## config.mk

```make
export PLATFORM = sky130hd
export DESIGN_NAME = hwpar_guard
export DESIGN_NICKNAME = d
export VERILOG_FILES = /design/src/rtl/hwpar_pkg.sv /design/src/rtl/hwpar_tree.sv /design/src/rtl/hwpar_gen.sv /design/src/rtl/hwpar_latch.sv /design/src/rtl/hwpar_guard.sv
export SDC_FILE = /design/constraint.sdc
export NUM_CORES = 1
export LEC_CHECK = 0
export ABC_AREA = 0
export BUFFER_PORTS_ARGS = -buffer_cell sky130_fd_sc_hd__buf_2
export CAP_MARGIN = 20
export CORE_MARGIN = 3
export CORE_UTILIZATION = 37
export CTS_BUF_LIST = sky130_fd_sc_hd__clkbuf_16
export CTS_CLUSTER_SIZE = 24
export DETAILED_ROUTE_END_ITERATION = 7
export GPL_ROUTABILITY_DRIVEN = 0
export PLACE_DENSITY = 0.81
export REMOVE_ABC_BUFFERS = 1
export SLEW_MARGIN = 20
export SYNTH_ARGS = -nofsm -noshare
export SYNTH_HDL_FRONTEND = slang
export SYNTH_HIERARCHICAL = 1
export SYNTH_SLANG_ARGS = --single-unit
```

## constraint.sdc

```tcl
create_clock -name clk -period 2.2 [get_ports clk]
set_input_delay 0.11 -clock clk [delete_from_list [all_inputs] [get_ports clk]]
set_output_delay 0.11 -clock clk [all_outputs]
set_load 0.02 [all_outputs]
```

## src/rtl/hwpar_pkg.sv

```systemverilog
package hwpar_pkg;

    localparam int HALF_W   = 8;
    localparam int HALVES   = 2;
    localparam int WORD_W   = HALF_W * HALVES;
    localparam int STEP_W   = 3;
    localparam int GEN_STEP = 4;
    localparam int CHK_STEP = 6;

    // Sticky error record carried between the check logic and the outputs.
    typedef struct packed {
        logic              halt;
        logic [HALVES-1:0] which;
    } err_rec_t;

    // Decoded step strobes for one edge.
    typedef struct packed {
        logic gen_fire;
        logic chk_fire;
    } step_strobe_t;

    function automatic logic [STEP_W-1:0] step_code(input int n);
        return STEP_W'(n);
    endfunction

endpackage

```

## src/rtl/hwpar_tree.sv

```systemverilog
// XOR reduction of W bits; odd_q is high when the count of ones is odd.
module hwpar_tree #(
    parameter int W = 9
) (
    input  logic [W-1:0] bits,
    output logic         odd_q
);
    logic [W:0] acc;

    assign acc[0] = 1'b0;

    for (genvar i = 0; i < W; i++) begin : g_chain
        assign acc[i+1] = acc[i] ^ bits[i];
    end

    assign odd_q = acc[W];
endmodule

```

## src/rtl/hwpar_gen.sv

```systemverilog
// Write-side parity: one tree per halfword, registered at the generation step.
module hwpar_gen
    import hwpar_pkg::*;
#(
    parameter int HW = HALF_W,
    parameter int NH = HALVES
) (
    input  logic           clk,
    input  logic           rst,
    input  logic           fire,
    input  logic [HW*NH-1:0] data,
    output logic [NH-1:0]  par_q
);
    logic [NH-1:0] odd_v;

    for (genvar k = 0; k < NH; k++) begin : g_half
        hwpar_tree #(.W(HW)) u_tree (
            .bits  (data[k*HW +: HW]),
            .odd_q (odd_v[k])
        );
    end

    always_ff @(posedge clk) begin
        if (rst) begin
            par_q <= '0;
        end else if (fire) begin
            par_q <= ~odd_v;
        end
    end
endmodule

```

## src/rtl/hwpar_latch.sv

```systemverilog
// Read-side check: nine-bit trees per halfword and the sticky stop latch.
module hwpar_latch
    import hwpar_pkg::*;
#(
    parameter int HW = HALF_W,
    parameter int NH = HALVES
) (
    input  logic             clk,
    input  logic             rst,
    input  logic             fire,
    input  logic             clr,
    input  logic [HW*NH-1:0] data,
    input  logic [NH-1:0]    par,
    output logic [NH-1:0]    even_n,
    output err_rec_t         rec_q
);
    for (genvar k = 0; k < NH; k++) begin : g_half
        hwpar_tree #(.W(HW + 1)) u_tree (
            .bits  ({par[k], data[k*HW +: HW]}),
            .odd_q (even_n[k])
        );
    end

    logic [NH-1:0] bad;
    err_rec_t      rec_d;

    assign bad = ~even_n;

    always_comb begin
        rec_d = rec_q;
        if (clr) begin
            rec_d = '0;
        end else if (fire && (bad != '0)) begin
            rec_d.halt  = 1'b1;
            rec_d.which = rec_q.which | bad;
        end
    end

    always_ff @(posedge clk) begin
        if (rst) begin
            rec_q <= '0;
        end else begin
            rec_q <= rec_d;
        end
    end
endmodule

```

## src/rtl/hwpar_guard.sv

```systemverilog
module hwpar_guard
    import hwpar_pkg::*;
#(
    parameter int HW      = HALF_W,
    parameter int NH      = HALVES,
    parameter int SW      = STEP_W,
    parameter int GEN_AT  = GEN_STEP,
    parameter int CHK_AT  = CHK_STEP
) (
    input  logic             clk,
    input  logic             rst,
    input  logic [SW-1:0]    step,
    input  logic             step_vld,
    input  logic [HW*NH-1:0] wr_data,
    output logic [NH-1:0]    wr_par,
    input  logic [HW*NH-1:0] rd_data,
    input  logic [NH-1:0]    rd_par,
    input  logic             chk_clr,
    output logic [NH-1:0]    even_n,
    output logic             stop,
    output logic [NH-1:0]    err_half
);
    localparam logic [SW-1:0] GEN_CODE = SW'(GEN_AT);
    localparam logic [SW-1:0] CHK_CODE = SW'(CHK_AT);

    step_strobe_t strobe;
    err_rec_t     rec;

    assign strobe.gen_fire = step_vld && (step == GEN_CODE);
    assign strobe.chk_fire = step_vld && (step == CHK_CODE);

    hwpar_gen #(.HW(HW), .NH(NH)) u_gen (
        .clk   (clk),
        .rst   (rst),
        .fire  (strobe.gen_fire),
        .data  (wr_data),
        .par_q (wr_par)
    );

    hwpar_latch #(.HW(HW), .NH(NH)) u_chk (
        .clk    (clk),
        .rst    (rst),
        .fire   (strobe.chk_fire),
        .clr    (chk_clr),
        .data   (rd_data),
        .par    (rd_par),
        .even_n (even_n),
        .rec_q  (rec)
    );

    assign stop     = rec.halt;
    assign err_half = rec.which;
endmodule

```

; ---- Word level (Yosys, flattened, before mapping)
; Index checks and enable logic that the tools add are counted.
[totals]
word_cells = 43
register_bits = 5
input_bits = 41
output_inout_bits = 7
[classes]
eq_ne = 2
n_reduce_logical = 5
bitwise = 33
[op_table]
columns = operator, n
row1 = 1-bit bitwise XOR, 30
row2 = 3-bit equality test (second input constant), 2
row3 = 2-bit inverter, 2
row4 = 1-bit logical AND, 3
row5 = 2-bit OR, 1
row6 = 2-bit nonzero test, 1
row7 = 2-bit OR reduction, 1

; ---- Longest topological paths before layout
[logic_depth]
depth_word = 11
ltp_mapped = 5
depth_no_buf = 5

; ---- By module
; Netlist, hierarchy kept.
[modules_own_cells]
columns = module, seq_area_each_um2, cells_each, area_per_inst_um2, n_inst
row1 = hwpar_tree (u_chk.g_half[0].u_tree ...), 0.0, 7, 82.6, 2
row2 = hwpar_tree (u_gen.g_half[0].u_tree ...), 0.0, 7, 61.3, 2
row3 = hwpar_latch, 60.1, 13, 121.4, 1
row4 = hwpar_gen, 40.0, 6, 62.6, 1
row5 = hwpar_guard, 0.0, 2, 23.8, 1

; ---- Worst setup path after synthesis
; OpenSTA, ideal clock, no wires.
[synth_timing]
path_kind = input -> register
from = in rd_data[12]
to = reg u_chk/rec_q[1] (netlist bit)
slack_ps = 709
path_stages = 5
setup_ps = 116
arrival_ps = 1376
n_path_buf = 0
required_ps = 2084
path_cell_list = xnor2_1 xnor3_1 xnor2_1 nand2b_1 a21oi_1
[synth_between]
elab_chain_cells = 8
word_cells_on_any_way = 9
cone_classes = bitwise: 7 / reduce/logical: 2
[synth_rtl]
columns = item, line
row1 = from (decl), hwpar_guard.sv:16  ; input logic [HW*NH-1:0] rd_data,
row2 = 1-bit bitwise XOR (*) (5 in series), hwpar_tree.sv:13  ; assign acc[i+1] = acc[i] ^ bits[i];
row3 = net even_n[1], hwpar_guard.sv:19  ; output logic [NH-1:0] even_n,
row4 = 2-bit inverter (*), hwpar_latch.sv:27  ; assign bad = ~even_n;
row5 = 2-bit nonzero test, hwpar_latch.sv:33  ; end else if (fire && (bad != '0)) begin
row6 = 1-bit logical AND, hwpar_latch.sv:33
row7 = to (signal assigned), hwpar_latch.sv:43  ; rec_q <= rec_d;
row8 = to (decl), hwpar_latch.sv:15  ; output err_rec_t rec_q
; Mark *: on every way through the listed nets, which the timed path passes. The rest lies on a longest branch.
; A chain may end at the register's enable or synchronous reset.

; ---- Worst setup path after layout
[layout_timing]
from = in rd_data[12]
to = out even_n[1]
[layout_between]
elab_chain_cells = 5
[layout_rtl]
columns = item, line
row1 = 1-bit bitwise XOR (5 in series), hwpar_tree.sv:13
row2 = to (decl), hwpar_guard.sv:19
; No other way between the ends.

==> metrics.yaml <==
floorplan:
  start_util_pct: 41.8
  num_rows: 12
  dieArea_um2: 1810
  die_width_um: 42.6
  dieHeight_um: 42.6
  io_pins: 48
  core-area_um2: 1190
sta:
  layout_setup_ws_ns: 0.764
  period_needed_ns: 1.44
  max_freq_mhz: 696
  setup_tns_ns: 0
  final.period_utilization_pct: 65.3
  worst_pin_slew_ns: 0.315
  setup_viol: 0
  slew_headroom_pct: 78.8
  rsz0062_at_grt: "no"
  hold_viol: 0
  final_max_slew_viol_count: 0
  finClkSkew_ns: 0
clock_network:
  cts_sinks: 5
  htreeDepth: 1
  cts_buffer_depth: 2
  clock_latency_ns: 0.23
  clkTransAtPathRegs_ns: 0.03
  ctsRootBufferMaster: "clkbuf_16"
  cts_setup_buffers: 0
  cts_resized: 0
  cts_buffers: 3
  cts_tree: "yes"
  cts_hold_buf: 0
critical_path:
  cp_num_buf_inv: 2
  setup.worst_path.end_class: "output pin"
  critPathMaxFanout: 3
  slowest_stage: "xnor3_1"
  cp_top_family: "XOR/XNOR gates"
  critical_path_class: "in2out"
  worstPathRequired_ns: 2.09
  critPathLaunchType: "input pin"
  path_cells: "buf_2, xnor2_1, xnor3_1, xnor2_1, buf_2"
  worst_ep_arrival_time_ns: 1.33
  crit_path_max_incr_delay_ns: 0.42
drt:
  vias_per_cell: 4.45
  drc: 0
  vias: 507
  drt_iter0_drc: 5
  highest_layer: "met3"
  drt_pass1_iterations: 4
  routed_wl_mm: 1.09
  dr_wl_met3_um: 169
  ant_nets: 0
  wl_met2_um: 559
  wl_per_cell_um: 9.57
  met1Wirelength_um: 362
power:
  power_density_nw_per_um2: 726
  total_power_mw: 0.601
  leakagePower_nw: 0.403
  peakVddDrop_mv: 0.411
final_layout:
  layout.nets: 142
  n_antenna_cell: 0
  fin_util_pct: 69.7
  post_route_cells_drive_above_1_share_pct: 56.0
  area_growth_pct: 66.9
  fin_area_um2: 827
placement:
  place_area_um2: 748
  dp_slack_ns: 0.792
  port_buffers: 47
global_route:
  antenna_found_initial: 0
  grt-ovfl-total: 0
  grt_pass1_wl_mm: 1.83
  grt_start_max_net_pins: 5
  track_usage_pct: 13.9
  grt_pass1_vias: 476
synth:
  syn_inst: 49
  ys_seq_area_share_pct: 20.2
  synth_cell_type_count: 14
  syn_avg_cell_area_um2: 10.1
  synth_seq_cells: 5
  ys_warn_count: 6
  netlist_area_um2: 495
status:
  outcome: "finished clean"
worst_hold_path:
  min_path_type: "in2reg"
job:
  maxCapViolCount: 0
==> worst register-to-register path: stages (launching register included) <==
cell and delay, ns:
dfxtp_1 0.32, nor2_1 0.05, a211oi_1 0.21
==> cells in the mapped netlist <==
master | instances | area [um2]
a211oi_1 | 2 | 15.0
a311oi_2 | 1 | 15.0
and4b_2 | 1 | 11.3
nor2_1 | 3 | 11.3
xor2_1 | 4 | 35.0
xnor3_1 | 2 | 45.0
xnor2_1 | 20 | 175
a21oi_1 | 2 | 10.0
inv_1 | 3 | 11.3
nand2b_1 | 2 | 12.5
dfxtp_1 | 5 | 100
and4bb_2 | 1 | 12.5
or2_4 | 1 | 8.76
xnor2_2 | 2 | 32.5
==> flip-flops by register name (all words and copies together), names as in the netlist <==
name         count
u_chk/rec_q      3
u_gen/par_q      2
==> routing by layer <==
metal	up-vias	GRT usage, %
met5	-	0
met4	0	7.45
met3	0	8.15
met2	34	23.1
met1	213	13.3
li1	260	-
==> final cells by class <==
type                            instances  area (um2)
Multi-Input combinational cell         41         384
Tap cell                               14        17.5
Timing Repair Buffer                   47         235
Fill cell                              99         359
Clock inverter                          1        3.75
Sequential cell                         5         100
Clock buffer                            3        75.1
Inverter                                3        11.3
==> worst paths after layout <==
kind                                     start             end  slack [ns]  cells after the start
worst max-delay path               rd_data[12]       even_n[1]        0.76                      5
worst min-delay path                       rst  u_gen/par_q[1]        0.08                      2
worst max register to register  u_gen/par_q[1]  u_gen/par_q[1]        1.52                      2
worst min register to register  u_chk/rec_q[0]  u_chk/rec_q[0]        0.44                      2
==> where the power goes <==
| group | switching [mW] | leakage, nW | internal [mW] | total (mW) |
|---|---|---|---|---|
| sequential | 0.00124 | 0.0405 | 0.0936 | 0.0949 |
| clock | 0.0584 | 0.0423 | 0.235 | 0.294 |
| combinational | 0.0961 | 0.320 | 0.116 | 0.212 |
| total | 0.156 | 0.403 | 0.445 | 0.601 |
==> layout by cell type (no fill, tap or decap) <==
| cell type | n |
|---|---|
| buf_2 | 47 |
| nor2_1 | 3 |
| xor2_1 | 4 |
| inv_1 | 4 |
| xnor3_1 | 2 |
| a211oi_1 | 2 |
| a311oi_2 | 1 |
| or2_4 | 1 |
| a21oi_1 | 2 |
| dfxtp_1 | 5 |
| xnor2_1 | 20 |
| and4b_2 | 1 |
| nand2b_1 | 2 |
| xnor2_2 | 2 |
| and4bb_2 | 1 |
| clkbuf_16 | 3 |
==> cell families (layout without fill, tap and decap cells) <==
kind of cell	count (synthesis)	after routing	synth area share [%]
and+or+nand+nor	8	8	11.4
DFF	5	5	20.2
xor gates and xnor gates	28	28	58.1
buffers and inverters	3	54	2.27
AOI/OAI and AO/OA	5	5	8.08
==> through the flow <==
step	std cells	hold slack [ns]
4_1_cts	114	0.0800
3_3_place_gp	110	0.312
5_1_grt	114	0.0809
6_report	114	0.0836
3_5_place_dp	110	0.315
2_1_floorplan	49	0.183
(Power assumes the default switching activity.)
